<file path="src/rtl/trapdel_pkg.sv">
package trapdel_pkg;

   localparam int unsigned IRQ_W  = 12;
   localparam int unsigned NSRC   = 6;

   localparam logic [IRQ_W-1:0] EN_MASK   = 12'hAAA;
   localparam logic [IRQ_W-1:0] IDEL_MASK = 12'h22A;

   localparam logic [3:0] CODE_SSW  = 4'd1;
   localparam logic [3:0] CODE_MSW  = 4'd3;
   localparam logic [3:0] CODE_STMR = 4'd5;
   localparam logic [3:0] CODE_MTMR = 4'd7;
   localparam logic [3:0] CODE_SEXT = 4'd9;
   localparam logic [3:0] CODE_MEXT = 4'd11;

   typedef enum logic [1:0] {
      PRV_U = 2'd0,
      PRV_S = 2'd1,
      PRV_M = 2'd3
   } priv_e;

   typedef enum logic [2:0] {
      RA_PEND = 3'd0,
      RA_EN   = 3'd1,
      RA_IDEL = 3'd2,
      RA_EDEL = 3'd3,
      RA_MVEC = 3'd4,
      RA_SVEC = 3'd5
   } reg_addr_e;

   // Rank 0 is the highest priority.
   function automatic logic [3:0] rank_code(input int unsigned rank);
      case (rank)
         0:       return CODE_MEXT;
         1:       return CODE_MSW;
         2:       return CODE_MTMR;
         3:       return CODE_SEXT;
         4:       return CODE_SSW;
         default: return CODE_STMR;
      endcase
   endfunction

endpackage

</file>
<file path="src/rtl/trapdel_regs.sv">
module trapdel_regs
   import trapdel_pkg::*;
#(
   parameter int unsigned XLEN   = 32,
   parameter int unsigned EXC_N  = 16,
   parameter bit          VEC_EN = 1'b1
) (
   input  logic              clk,
   input  logic              rst_n,
   input  logic              we_i,
   input  logic [2:0]        addr_i,
   input  logic [XLEN-1:0]   wdata_i,
   input  logic [NSRC-1:0]   irq_lines_i,
   output logic [IRQ_W-1:0]  pend_o,
   output logic [IRQ_W-1:0]  en_o,
   output logic [IRQ_W-1:0]  ideleg_o,
   output logic [EXC_N-1:0]  edeleg_o,
   output logic [XLEN-1:0]   mvec_o,
   output logic [XLEN-1:0]   svec_o,
   output logic [XLEN-1:0]   rdata_o
);

   localparam logic [XLEN-1:0] MODE_KEEP = XLEN'(VEC_EN ? 1 : 0);
   localparam logic [XLEN-1:0] VEC_KEEP  = ~XLEN'(3) | MODE_KEEP;

   logic wr_pend, wr_en, wr_idel, wr_edel, wr_mvec, wr_svec;

   assign wr_pend = we_i && (addr_i == RA_PEND);
   assign wr_en   = we_i && (addr_i == RA_EN);
   assign wr_idel = we_i && (addr_i == RA_IDEL);
   assign wr_edel = we_i && (addr_i == RA_EDEL);
   assign wr_mvec = we_i && (addr_i == RA_MVEC);
   assign wr_svec = we_i && (addr_i == RA_SVEC);

   // Pending bits: supervisor sources carry a software latch, machine
   // sources are a straight view of their request line.
   genvar k;
   generate
      for (k = 0; k < NSRC; k++) begin : g_src
         localparam int unsigned CBIT = 2 * k + 1;
         assign pend_o[2*k] = 1'b0;
         if ((k % 2) == 0) begin : g_sup
            logic soft_q;
            always_ff @(posedge clk or negedge rst_n) begin
               if (!rst_n)       soft_q <= 1'b0;
               else if (wr_pend) soft_q <= wdata_i[CBIT];
            end
            assign pend_o[CBIT] = irq_lines_i[k] | soft_q;
         end else begin : g_mach
            assign pend_o[CBIT] = irq_lines_i[k];
         end
      end
   endgenerate

   logic [IRQ_W-1:0] en_q, idel_q;
   logic [EXC_N-1:0] edel_q;
   logic [XLEN-1:0]  mvec_q, svec_q;

   always_ff @(posedge clk or negedge rst_n) begin
      if (!rst_n) begin
         en_q   <= '0;
         idel_q <= '0;
         edel_q <= '0;
         mvec_q <= '0;
         svec_q <= '0;
      end else begin
         if (wr_en)   en_q   <= wdata_i[IRQ_W-1:0] & EN_MASK;
         if (wr_idel) idel_q <= wdata_i[IRQ_W-1:0] & IDEL_MASK;
         if (wr_edel) edel_q <= wdata_i[EXC_N-1:0];
         if (wr_mvec) mvec_q <= wdata_i & VEC_KEEP;
         if (wr_svec) svec_q <= wdata_i & VEC_KEEP;
      end
   end

   assign en_o     = en_q;
   assign ideleg_o = idel_q;
   assign edeleg_o = edel_q;
   assign mvec_o   = mvec_q;
   assign svec_o   = svec_q;

   always_comb begin
      case (addr_i)
         RA_PEND: rdata_o = XLEN'(pend_o);
         RA_EN:   rdata_o = XLEN'(en_q);
         RA_IDEL: rdata_o = XLEN'(idel_q);
         RA_EDEL: rdata_o = XLEN'(edel_q);
         RA_MVEC: rdata_o = mvec_q;
         RA_SVEC: rdata_o = svec_q;
         default: rdata_o = '0;
      endcase
   end

   // a software write to the supervisor timer bit shows up next cycle
   assert_soft_stmr_R10: assert property (@(posedge clk) disable iff (!rst_n)
      (wr_pend && wdata_i[CODE_STMR]) |=> pend_o[CODE_STMR]);

   // the enable register keeps exactly the written interrupt bits
   assert_en_write_R3: assert property (@(posedge clk) disable iff (!rst_n)
      wr_en |=> (en_o == ($past(wdata_i[IRQ_W-1:0]) & EN_MASK)));

   // unmapped writes leave the enable and delegation state alone
   assert_unmapped_quiet_R11: assert property (@(posedge clk) disable iff (!rst_n)
      (we_i && addr_i[2] && addr_i[1]) |=> ($stable(en_o) && $stable(ideleg_o) && $stable(edeleg_o)));

endmodule

</file>
<file path="src/rtl/trapdel_irq_sel.sv">
module trapdel_irq_sel
   import trapdel_pkg::*;
(
   input  logic              clk,
   input  logic              rst_n,
   input  logic [IRQ_W-1:0]  pend_i,
   input  logic [IRQ_W-1:0]  en_i,
   input  logic [IRQ_W-1:0]  ideleg_i,
   input  logic [1:0]        priv_i,
   input  logic              m_gie_i,
   input  logic              s_gie_i,
   output logic              irq_valid_o,
   output logic [3:0]        irq_code_o,
   output logic              irq_to_s_o
);

   logic s_ok, m_ok;
   logic [NSRC-1:0] eligible;

   assign s_ok = (priv_i == PRV_U) || ((priv_i == PRV_S) && s_gie_i);
   assign m_ok = (priv_i != PRV_M) || m_gie_i;

   genvar k;
   generate
      for (k = 0; k < NSRC; k++) begin : g_elig
         localparam int unsigned CBIT = 2 * k + 1;
         logic armed;
         assign armed       = pend_i[CBIT] && en_i[CBIT];
         assign eligible[k] = armed && (ideleg_i[CBIT] ? s_ok : m_ok);
      end
   endgenerate

   // Walk from the lowest rank upward so the highest eligible rank wins.
   always_comb begin
      irq_valid_o = 1'b0;
      irq_code_o  = 4'd0;
      irq_to_s_o  = 1'b0;
      for (int r = NSRC - 1; r >= 0; r--) begin
         logic [3:0] c;
         c = rank_code(r);
         if (eligible[c[3:1]]) begin
            irq_valid_o = 1'b1;
            irq_code_o  = c;
            irq_to_s_o  = ideleg_i[c];
         end
      end
   end

   // nothing is routed to supervisor level while the hart runs at machine level
   assert_no_s_at_m_R7: assert property (@(posedge clk) disable iff (!rst_n)
      (irq_valid_o && irq_to_s_o) |-> (priv_i != PRV_M));

   // machine timer and machine external always stay at machine level
   assert_mlocked_stay_R4: assert property (@(posedge clk) disable iff (!rst_n)
      (irq_valid_o && ((irq_code_o == CODE_MTMR) || (irq_code_o == CODE_MEXT))) |-> !irq_to_s_o);

   // the chosen interrupt is pending and enabled
   assert_pick_armed_R6: assert property (@(posedge clk) disable iff (!rst_n)
      irq_valid_o |-> (pend_i[irq_code_o] && en_i[irq_code_o]));

endmodule

</file>
<file path="src/rtl/trapdel_vec.sv">
module trapdel_vec #(
   parameter int unsigned XLEN = 32
) (
   input  logic [XLEN-1:0] vec_reg_i,
   input  logic            is_irq_i,
   input  logic [3:0]      code_i,
   output logic [XLEN-1:0] addr_o
);

   logic [XLEN-1:0] base;
   logic            use_offset;

   assign base       = {vec_reg_i[XLEN-1:2], 2'b00};
   assign use_offset = vec_reg_i[0] && is_irq_i;
   assign addr_o     = use_offset ? (base + XLEN'({code_i, 2'b00})) : base;

endmodule

</file>
<file path="src/rtl/trap_route_unit.sv">
module trap_route_unit
   import trapdel_pkg::*;
#(
   parameter int unsigned XLEN   = 32,
   parameter int unsigned EXC_N  = 16,
   parameter bit          VEC_EN = 1'b1,
   localparam int unsigned EXC_W = $clog2(EXC_N)
) (
   input  logic              clk,
   input  logic              rst_n,
   input  logic [5:0]        irq_lines_i,
   input  logic [1:0]        priv_i,
   input  logic              m_gie_i,
   input  logic              s_gie_i,
   input  logic              exc_valid_i,
   input  logic [EXC_W-1:0]  exc_code_i,
   input  logic              reg_we_i,
   input  logic [2:0]        reg_addr_i,
   input  logic [XLEN-1:0]   reg_wdata_i,
   output logic [XLEN-1:0]   reg_rdata_o,
   output logic              trap_take_o,
   output logic              trap_to_s_o,
   output logic [XLEN-1:0]   trap_cause_o,
   output logic [XLEN-1:0]   trap_vec_o
);

   generate
      if (!((XLEN == 32) || (XLEN == 64))) begin : g_bad_xlen
         $error("trap_route_unit: XLEN must be 32 or 64");
      end
      if ((EXC_N < 2) || (EXC_N >= XLEN) || ((1 << EXC_W) != EXC_N)) begin : g_bad_excn
         $error("trap_route_unit: EXC_N must be a power of two below XLEN");
      end
   endgenerate

   logic [IRQ_W-1:0] pend, en, ideleg;
   logic [EXC_N-1:0] edeleg;
   logic [XLEN-1:0]  mvec, svec;

   trapdel_regs #(.XLEN(XLEN), .EXC_N(EXC_N), .VEC_EN(VEC_EN)) u_regs (
      .clk         (clk),
      .rst_n       (rst_n),
      .we_i        (reg_we_i),
      .addr_i      (reg_addr_i),
      .wdata_i     (reg_wdata_i),
      .irq_lines_i (irq_lines_i),
      .pend_o      (pend),
      .en_o        (en),
      .ideleg_o    (ideleg),
      .edeleg_o    (edeleg),
      .mvec_o      (mvec),
      .svec_o      (svec),
      .rdata_o     (reg_rdata_o)
   );

   logic       irq_valid, irq_to_s;
   logic [3:0] irq_code;

   trapdel_irq_sel u_sel (
      .clk         (clk),
      .rst_n       (rst_n),
      .pend_i      (pend),
      .en_i        (en),
      .ideleg_i    (ideleg),
      .priv_i      (priv_i),
      .m_gie_i     (m_gie_i),
      .s_gie_i     (s_gie_i),
      .irq_valid_o (irq_valid),
      .irq_code_o  (irq_code),
      .irq_to_s_o  (irq_to_s)
   );

   logic            exc_to_s, is_irq;
   logic [XLEN-1:0] irq_cause, exc_cause, sel_vec;

   assign exc_to_s  = edeleg[exc_code_i] && (priv_i != PRV_M);
   assign is_irq    = irq_valid && !exc_valid_i;
   assign irq_cause = {1'b1, {(XLEN-1){1'b0}}} | XLEN'(irq_code);
   assign exc_cause = XLEN'(exc_code_i);

   assign trap_take_o  = exc_valid_i || irq_valid;
   assign trap_to_s_o  = exc_valid_i ? exc_to_s : (irq_valid && irq_to_s);
   assign trap_cause_o = exc_valid_i ? exc_cause : (irq_valid ? irq_cause : '0);
   assign sel_vec      = trap_to_s_o ? svec : mvec;

   trapdel_vec #(.XLEN(XLEN)) u_vec (
      .vec_reg_i (sel_vec),
      .is_irq_i  (is_irq),
      .code_i    (irq_code),
      .addr_o    (trap_vec_o)
   );

   // interrupts report the top bit set, exceptions report it clear
   assert_irq_cause_kind_R5: assert property (@(posedge clk) disable iff (!rst_n)
      (trap_take_o && !exc_valid_i) |-> trap_cause_o[XLEN-1]);
   assert_exc_cause_kind_R5: assert property (@(posedge clk) disable iff (!rst_n)
      exc_valid_i |-> (trap_take_o && !trap_cause_o[XLEN-1]));

   // an exception never goes to supervisor level from machine level
   assert_exc_stay_m_R8: assert property (@(posedge clk) disable iff (!rst_n)
      (exc_valid_i && (priv_i == PRV_M)) |-> !trap_to_s_o);

   // handler addresses are word aligned
   assert_vec_aligned_R9: assert property (@(posedge clk) disable iff (!rst_n)
      trap_take_o |-> (trap_vec_o[1:0] == 2'b00));

endmodule

</file>
<file path="config.mk">
export PLATFORM = sky130hd
export DESIGN_NAME = trap_route_unit
export DESIGN_NICKNAME = d
export VERILOG_FILES = /design/src/rtl/trapdel_pkg.sv /design/src/rtl/trapdel_regs.sv /design/src/rtl/trapdel_irq_sel.sv /design/src/rtl/trapdel_vec.sv /design/src/rtl/trap_route_unit.sv
export SDC_FILE = /design/constraint.sdc
export NUM_CORES = 1
export LEC_CHECK = 0
export BUFFER_PORTS_ARGS = -buffer_cell sky130_fd_sc_hd__buf_2
export CAP_MARGIN = 20
export CORE_ASPECT_RATIO = 1.1
export CORE_MARGIN = 1.5
export CORE_UTILIZATION = 45
export DETAILED_ROUTE_END_ITERATION = 16
export GPL_ROUTABILITY_DRIVEN = 0
export PLACE_DENSITY = 0.76
export SYNTH_ARGS = -nofsm -noshare
export SYNTH_HDL_FRONTEND = slang
export SYNTH_SLANG_ARGS = --single-unit
</file>
<file path="constraint.sdc">
create_clock -name clk -period 9.8 [get_ports clk]
set_input_delay 2.94 -clock clk [delete_from_list [all_inputs] [get_ports clk]]
set_output_delay 2.94 -clock clk [all_outputs]
set_load 0.05 [all_outputs]
</file>
* Word level (Yosys, flattened, before mapping)
Index checks and enable logic that the tools add are counted.
** Word-level totals
- Memory bits (writable) :: 0
- Bits in read-only memories :: 0
- Bits in latches :: 0
- Register bits after elaboration :: 91
- Word-level logic and storage cells :: 79
- Input bits :: 53
- Memories kept :: 0
** Cells by class
- Shift-type cells :: 0
- Magnitude comparators :: 1
- Reduce and logical (&&, ||, !) cells :: 29
- Divide/modulo/power cells :: 0
- Multipliers :: 0
- Muxes and demuxes :: 30
- Bitwise logic cells :: 3
- Equality and inequality tests :: 7
- Add/subtract/negate cells :: 1
** Operators with widths (count)
- case mux 32 bit (6 select lines) :: 1
- two-way mux 32 bit :: 4
- adder 32 x 6 -> 32 bit :: 1
- logical AND 1 bit :: 23
- two-way mux 4 bit :: 5
- two-way mux 1 bit :: 18
- == test 3 x 2 -> 1 bit (second input constant) :: 2
- == test 3 bit (second input constant) :: 2
- less-than comparator 4 x 5 -> 1 bit (second input constant) :: 1
- binary-select mux 1 bit (select 4 bit) :: 1
- == test 3 x 1 -> 1 bit (second input constant) :: 1
- logical NOT 3 bit :: 1
- logical OR 1 bit :: 3
- two-way mux 3 bit :: 1
- OR 1 bit :: 3
- == test 2 x 1 -> 1 bit (second input constant) :: 1
- logical NOT 2 bit :: 1
- != test 2 bit (second input constant) :: 1
- logical NOT 1 bit :: 1

* Depth between registers and ports, before layout
- Word-level depth :: 16
- Gate-level depth with buffers :: 22

* Hierarchy
Synthesis repeated with hierarchy kept, for this count alone.
** Unflattened totals
- Cell total of the unflattened synthesis :: 574
- Area, all modules :: 6336.1 um^2
** By module, submodules not included
- trapdel_regs :: instances 1, area an instance 4406.7 um^2, cells each 331, sequential area each 2277.2 um^2
- trap_route_unit :: instances 1, area an instance 829.5 um^2, cells each 90, sequential area each 0.0 um^2
- trapdel_vec :: instances 1, area an instance 807.0 um^2, cells each 109, sequential area each 0.0 um^2
- trapdel_irq_sel :: instances 1, area an instance 292.8 um^2, cells each 44, sequential area each 0.0 um^2

* Worst setup path before layout
No wires, ideal clock.
- Kind :: in2out
- From :: input port exc_code_i[0]
- To :: output port trap_vec_o[28]
- Data required time :: 6.860 ns
- Arrival time :: 6.924 ns
- Path buffers :: 3
- Cell stages on the path :: 20
- Path slack :: -0.064 ns
- Cell sequence :: buf_6 -> mux4_2 -> o22ai_1 -> a31o_1 -> o2bb2a_4 -> and2_1 -> buf_6 -> inv_1 -> buf_4 -> nand2_1 -> nand2_1 -> ha_1 -> fa_1 -> a21o_1 -> a21o_1 -> and2_1 -> o211ai_4 -> nor4_1 -> xnor2_1 -> mux2i_1
** On the way
- Word-level cells in the longest chain between the ends :: 7
- Elaborated cells on any way between the ends :: 8
- Those cells by class :: 1 x add/sub; 5 x mux; 2 x reduce/logical
** Ends and longest elaborated chain
- from (decl) :: RTL line trap_route_unit.sv:16 : input logic [EXC_W-1:0] exc_code_i,
- binary-select mux 1 bit (select 4 bit) * :: RTL line trap_route_unit.sv:76 : assign exc_to_s = edeleg[exc_code_i] && (priv_i != PRV_M);
- two-way mux 1 bit (not written as such) * :: RTL line trap_route_unit.sv:76
- logical AND 1 bit * :: RTL line trap_route_unit.sv:76
- two-way mux 1 bit * :: RTL line trap_route_unit.sv:82 : assign trap_to_s_o = exc_valid_i ? exc_to_s : (irq_valid && irq_to_s);
- via trap_to_s_o :: RTL line trap_route_unit.sv:22 : output logic trap_to_s_o,
- two-way mux 32 bit * :: RTL line trap_route_unit.sv:84 : assign sel_vec = trap_to_s_o ? svec : mvec;
- adder 32 x 6 -> 32 bit or logical AND 1 bit (tied branches) :: RTL line trapdel_vec.sv:15, trapdel_vec.sv:14
- two-way mux 32 bit * :: RTL line trapdel_vec.sv:15 : assign addr_o = use_offset ? (base + XLEN'({code_i, 2'b00})) : base;
- to (decl) :: RTL line trap_route_unit.sv:24 : output logic [XLEN-1:0] trap_vec_o
The timed path passes the listed nets; every way through them passes the cells marked *. The select of a mux whose other input is x is not followed.

* Final worst setup path
- From :: input port exc_code_i[2]
- To :: output port trap_vec_o[14]
** On the way
- Word-level cells in the longest chain between the ends :: 7
- Elaborated cells on any way between the ends :: 8
- Those cells by class :: 1 x add/sub; 5 x mux; 2 x reduce/logical
** Ends and longest elaborated chain (RTL line)
- binary-select mux 1 bit (select 4 bit) * :: trap_route_unit.sv:76
- two-way mux 1 bit (not written as such) * :: trap_route_unit.sv:76
- logical AND 1 bit * :: trap_route_unit.sv:76
- two-way mux 1 bit * :: trap_route_unit.sv:82
- two-way mux 32 bit * :: trap_route_unit.sv:84
- adder 32 x 6 -> 32 bit or logical AND 1 bit (tied branches) :: trapdel_vec.sv:15, trapdel_vec.sv:14
- two-way mux 32 bit * :: trapdel_vec.sv:15
Mark *: on every way between the ends. The rest lies on a longest branch, timed or not. The select of a mux whose other input is x is not followed.

==> results.md <==
* Hold WC Path Type: flop to flop
* Synthesis-to-finish area growth at 16.6%
* Via Count at 5397
* TritonCTS clock tree: built
* Nets at 804
* Drt drc at 0
* P per Cell Area at 230 nW/um2
* Clock share of power at 22.7%
* Final Cell Area at 7360 um2
* Setup TNS at 0 ns
* Total CTS buffers at 9
* Sw Share at 44.3%
* Final-report hold violation count at 0
* Port bufs at 121
* Core area at 13700 um2
* Worst VDD drop at 0.114 mV
* Ys flop type: dfrtp_1
* Largest net degree at the start of global routing at 52
* Vias in the first global route at 5045
* Drt wl/cell at 19.0 um
* Startpoint Class: input pin
* Number of flops mapped to enable cells by yosys at 0
* Sw Pwr at 0.750 mW
* First-pass GRT wire length at 27.4 mm
* Crit path DAT at 6.64 ns
* Cells after Synth at 635
* Synth cell types at 58
* Ranking of synthesized cells by area: dfrtp_1 (36%), mux2_2 (18%), mux2i_1 (8.1%), xnor2_1 (4.0%), buf_4 (3.8%)
* Num rows at 45
* Worst slack, placed at 0.0491 ns
* Hold Worst Slack at 0.538 ns
* Max Buffers Root-to-Sink at 2
* Mean area per synthesized cell at 9.94 um2
* Grt total ovfl at 0
* DIE WIDTH at 116 um
* # diodes at 0
* Clk Latency, worst-skew pair at 0.35 ns
* H-Tree Level Count at 3
* Chip Height at 127 um
* Pint at 0.945 mW
* Max Cap Viol at 0
* Slew Limit Fails at 0
* Flop pwr share at 33.9%
* Critical Path RT at 6.86 ns
* Initial DRC count at 443
* Post-CTS Hold Buffers at 0
* DP HPWL at 12.9 mm
* Fraction of registers with async set or reset after synthesis at 100%
* First-pass DRT Iterations at 5
* Crit Path Max Fanout at 8
* Vias per cell at 5.75
* Yosys reg bits at 91
* Power share of the combinational group at 43.4%
* Final WL at 17.9 mm
* DRT antenna net count at 0
* Top-Level Pins at 151
* Period minus WS final at 9.58 ns
* Final setup viols at 0
* Max frequency at 0.104 GHz
* Antenna violations before repair at 0
* Post-synthesis sequential area ratio at 36.1%
* Synth warn at 0
* CTS root buffer: clkbuf_16
* Outcome: completed
* Synth cell count leaders: mux2_2 (100), dfrtp_1 (91), nand2_1 (55), nor2_1 (55), mux2i_1 (51)
* Worst Slack Setup Final at 0.218 ns
* Share of the synthesized area in the top cell type at 36.1%
* Final cell count without fillers at 939
* Critical path type: input pin to output port
* Worst Setup End Kind: output port
* Clock sinks at 91
* Clock-pin slew on the worst setup and hold paths at 0.07 ns
* Cell Area, Synth at 6310 um2
* RSZ-0062 raised after global routing: true
* Leakage at 3.33 nW
* Synth area leader: dfrtp_1
* Layout cells sized above 1 at 35.4%
* Slew @ Worst Pin at 1.01 ns
* Final Cycle Share at 97.8%
* Die area at 14700 um2
* Count leader, synth: mux2_2
* Aggregate global-route resource usage at 24.3%
* Fin Clk Skew at 0 ns
* Max-slew headroom at 32.5%
* Initial Util at 45.9%
* DP Cell Count at 921
* Cell Area, Placed at 6960 um2
==> critical path, stage by stage <==
cell      delay (ns)
buf_2           0.15
mux4_1          0.56
o22ai_1         0.14
a31oi_1         0.07
o2bb2a_4        0.26
and2_4          0.20
inv_1           0.07
buf_4           0.17
nand2_1         0.07
nand2_1         0.10
fa_1            0.45
a21o_1          0.19
a21o_1          0.18
and2_2          0.25
nand2_2         0.14
nor2_1          0.08
o21ai_0         0.12
xor2_1          0.22
clkbuf_4        0.27
==> placed cells by master, fill, tap and decap left out, types with 7 or more instances in the layout <==
cell type | netlist | routed
nand2_1 | 55 | 53
mux2_2 | 100 | 100
o21ai_0 | 23 | 23
buf_2 | 2 | 113
dfrtp_1 | 91 | 91
buf_4 | 32 | 12
nor2_1 | 55 | 55
nand3_1 | 14 | 14
xnor2_1 | 29 | 29
mux2i_1 | 51 | 48
a22oi_1 | 11 | 11
a21oi_1 | 17 | 17
xor2_1 | 7 | 7
and3_1 | 11 | 11
nor3_1 | 16 | 16
clkbuf_16 | 0 | 9
a31oi_1 | 7 | 7
nand4_1 | 8 | 8
conb_1 | 1 | 29
inv_1 | 10 | 10
==> final timing paths <==
kind | startpoint | end | slack [ns] | depth (start not counted)
setup reg to reg | u_regs.mvec_o[9] | u_regs.mvec_o[9] | 8.94 | 1
min in group asynchronous | rst_n | u_regs.svec_o[7] | 2.56 | 1
max in group asynchronous | rst_n | u_regs.mvec_o[20] | 6.16 | 2
hold reg to reg | u_regs.edeleg_o[2] | u_regs.edeleg_o[2] | 0.54 | 1
hold / removal | u_regs.edeleg_o[2] | u_regs.edeleg_o[2] | 0.54 | 1
setup / recovery | exc_code_i[2] | trap_vec_o[14] | 0.22 | 19
==> routing by layer <==
| layer | part of all wire (%) | track usage, % | vias up |
|---|---|---|---|
| li1 | - | - | 2457 |
| met4 | 2.9 | 8.54 | 0 |
| met1 | 42 | 32.7 | 2652 |
| met5 | 0 | 0 | - |
| met3 | 6.3 | 3.98 | 40 |
| met2 | 49 | 39.7 | 248 |
==> logic make-up (layout without fill, tap and decap cells) <==
| logic type | Yosys count | after routing | synth area share, % |
|---|---|---|---|
| simple gates | 184 | 184 | 13.8 |
| mux | 154 | 154 | 27.1 |
| compound gates | 95 | 96 | 10.5 |
| flops | 91 | 91 | 36.1 |
| buf+inv | 69 | 156 | 6.40 |
| xor+xnor | 36 | 36 | 5.00 |
| fa+ha+maj | 5 | 5 | 1.11 |
| other cells | 1 | 29 | 0.0594 |
==> sequential cells by signal, indices dropped and copies added, names as in the netlist <==
register	count
u_regs.en_o	6
u_regs.edeleg_o	16
u_regs.ideleg_o	4
u_regs.g_src.g_sup.soft_q	3
u_regs.mvec_o	31
u_regs.svec_o	31
==> final cells by class <==
class                      count  area [um2]
clock buffer                  10         239
multi-input combinational    504        3780
tap                          188         235
fill                        1236        6380
sequential                    91        2280
clock inverter                 6        88.8
timing repair buffer         130         701
inverter                      10        37.5
==> per-stage QoR <==
step,util [%],power (mW)
2_1_floorplan,-,1.12
3_3_place_gp,50.7,1.29
3_5_place_dp,50.7,1.30
4_1_cts,53.1,1.68
5_1_grt,53.5,1.77
6_report,53.5,1.69
==> repair_timing <==
action | 4_1_cts | 5_1_grt
resized for setup | 1 | 18
gates cloned | 0 | 1
endpoints found under the setup margin | 1 | 16
pin swaps | 0 | 1
setup buffers | 0 | 1
==> power groups by stage <==
stage / sequential [mW] / clock [mW] / combinational [mW]
6_report: 0.575 / 0.384 / 0.735
5_1_grt: 0.587 / 0.400 / 0.783
2_1_floorplan: 0.533 / 0 / 0.588
4_1_cts: 0.570 / 0.385 / 0.723
3_3_place_gp: 0.574 / 0 / 0.712
3_5_place_dp: 0.577 / 0 / 0.719
(Power assumes the default switching activity.)
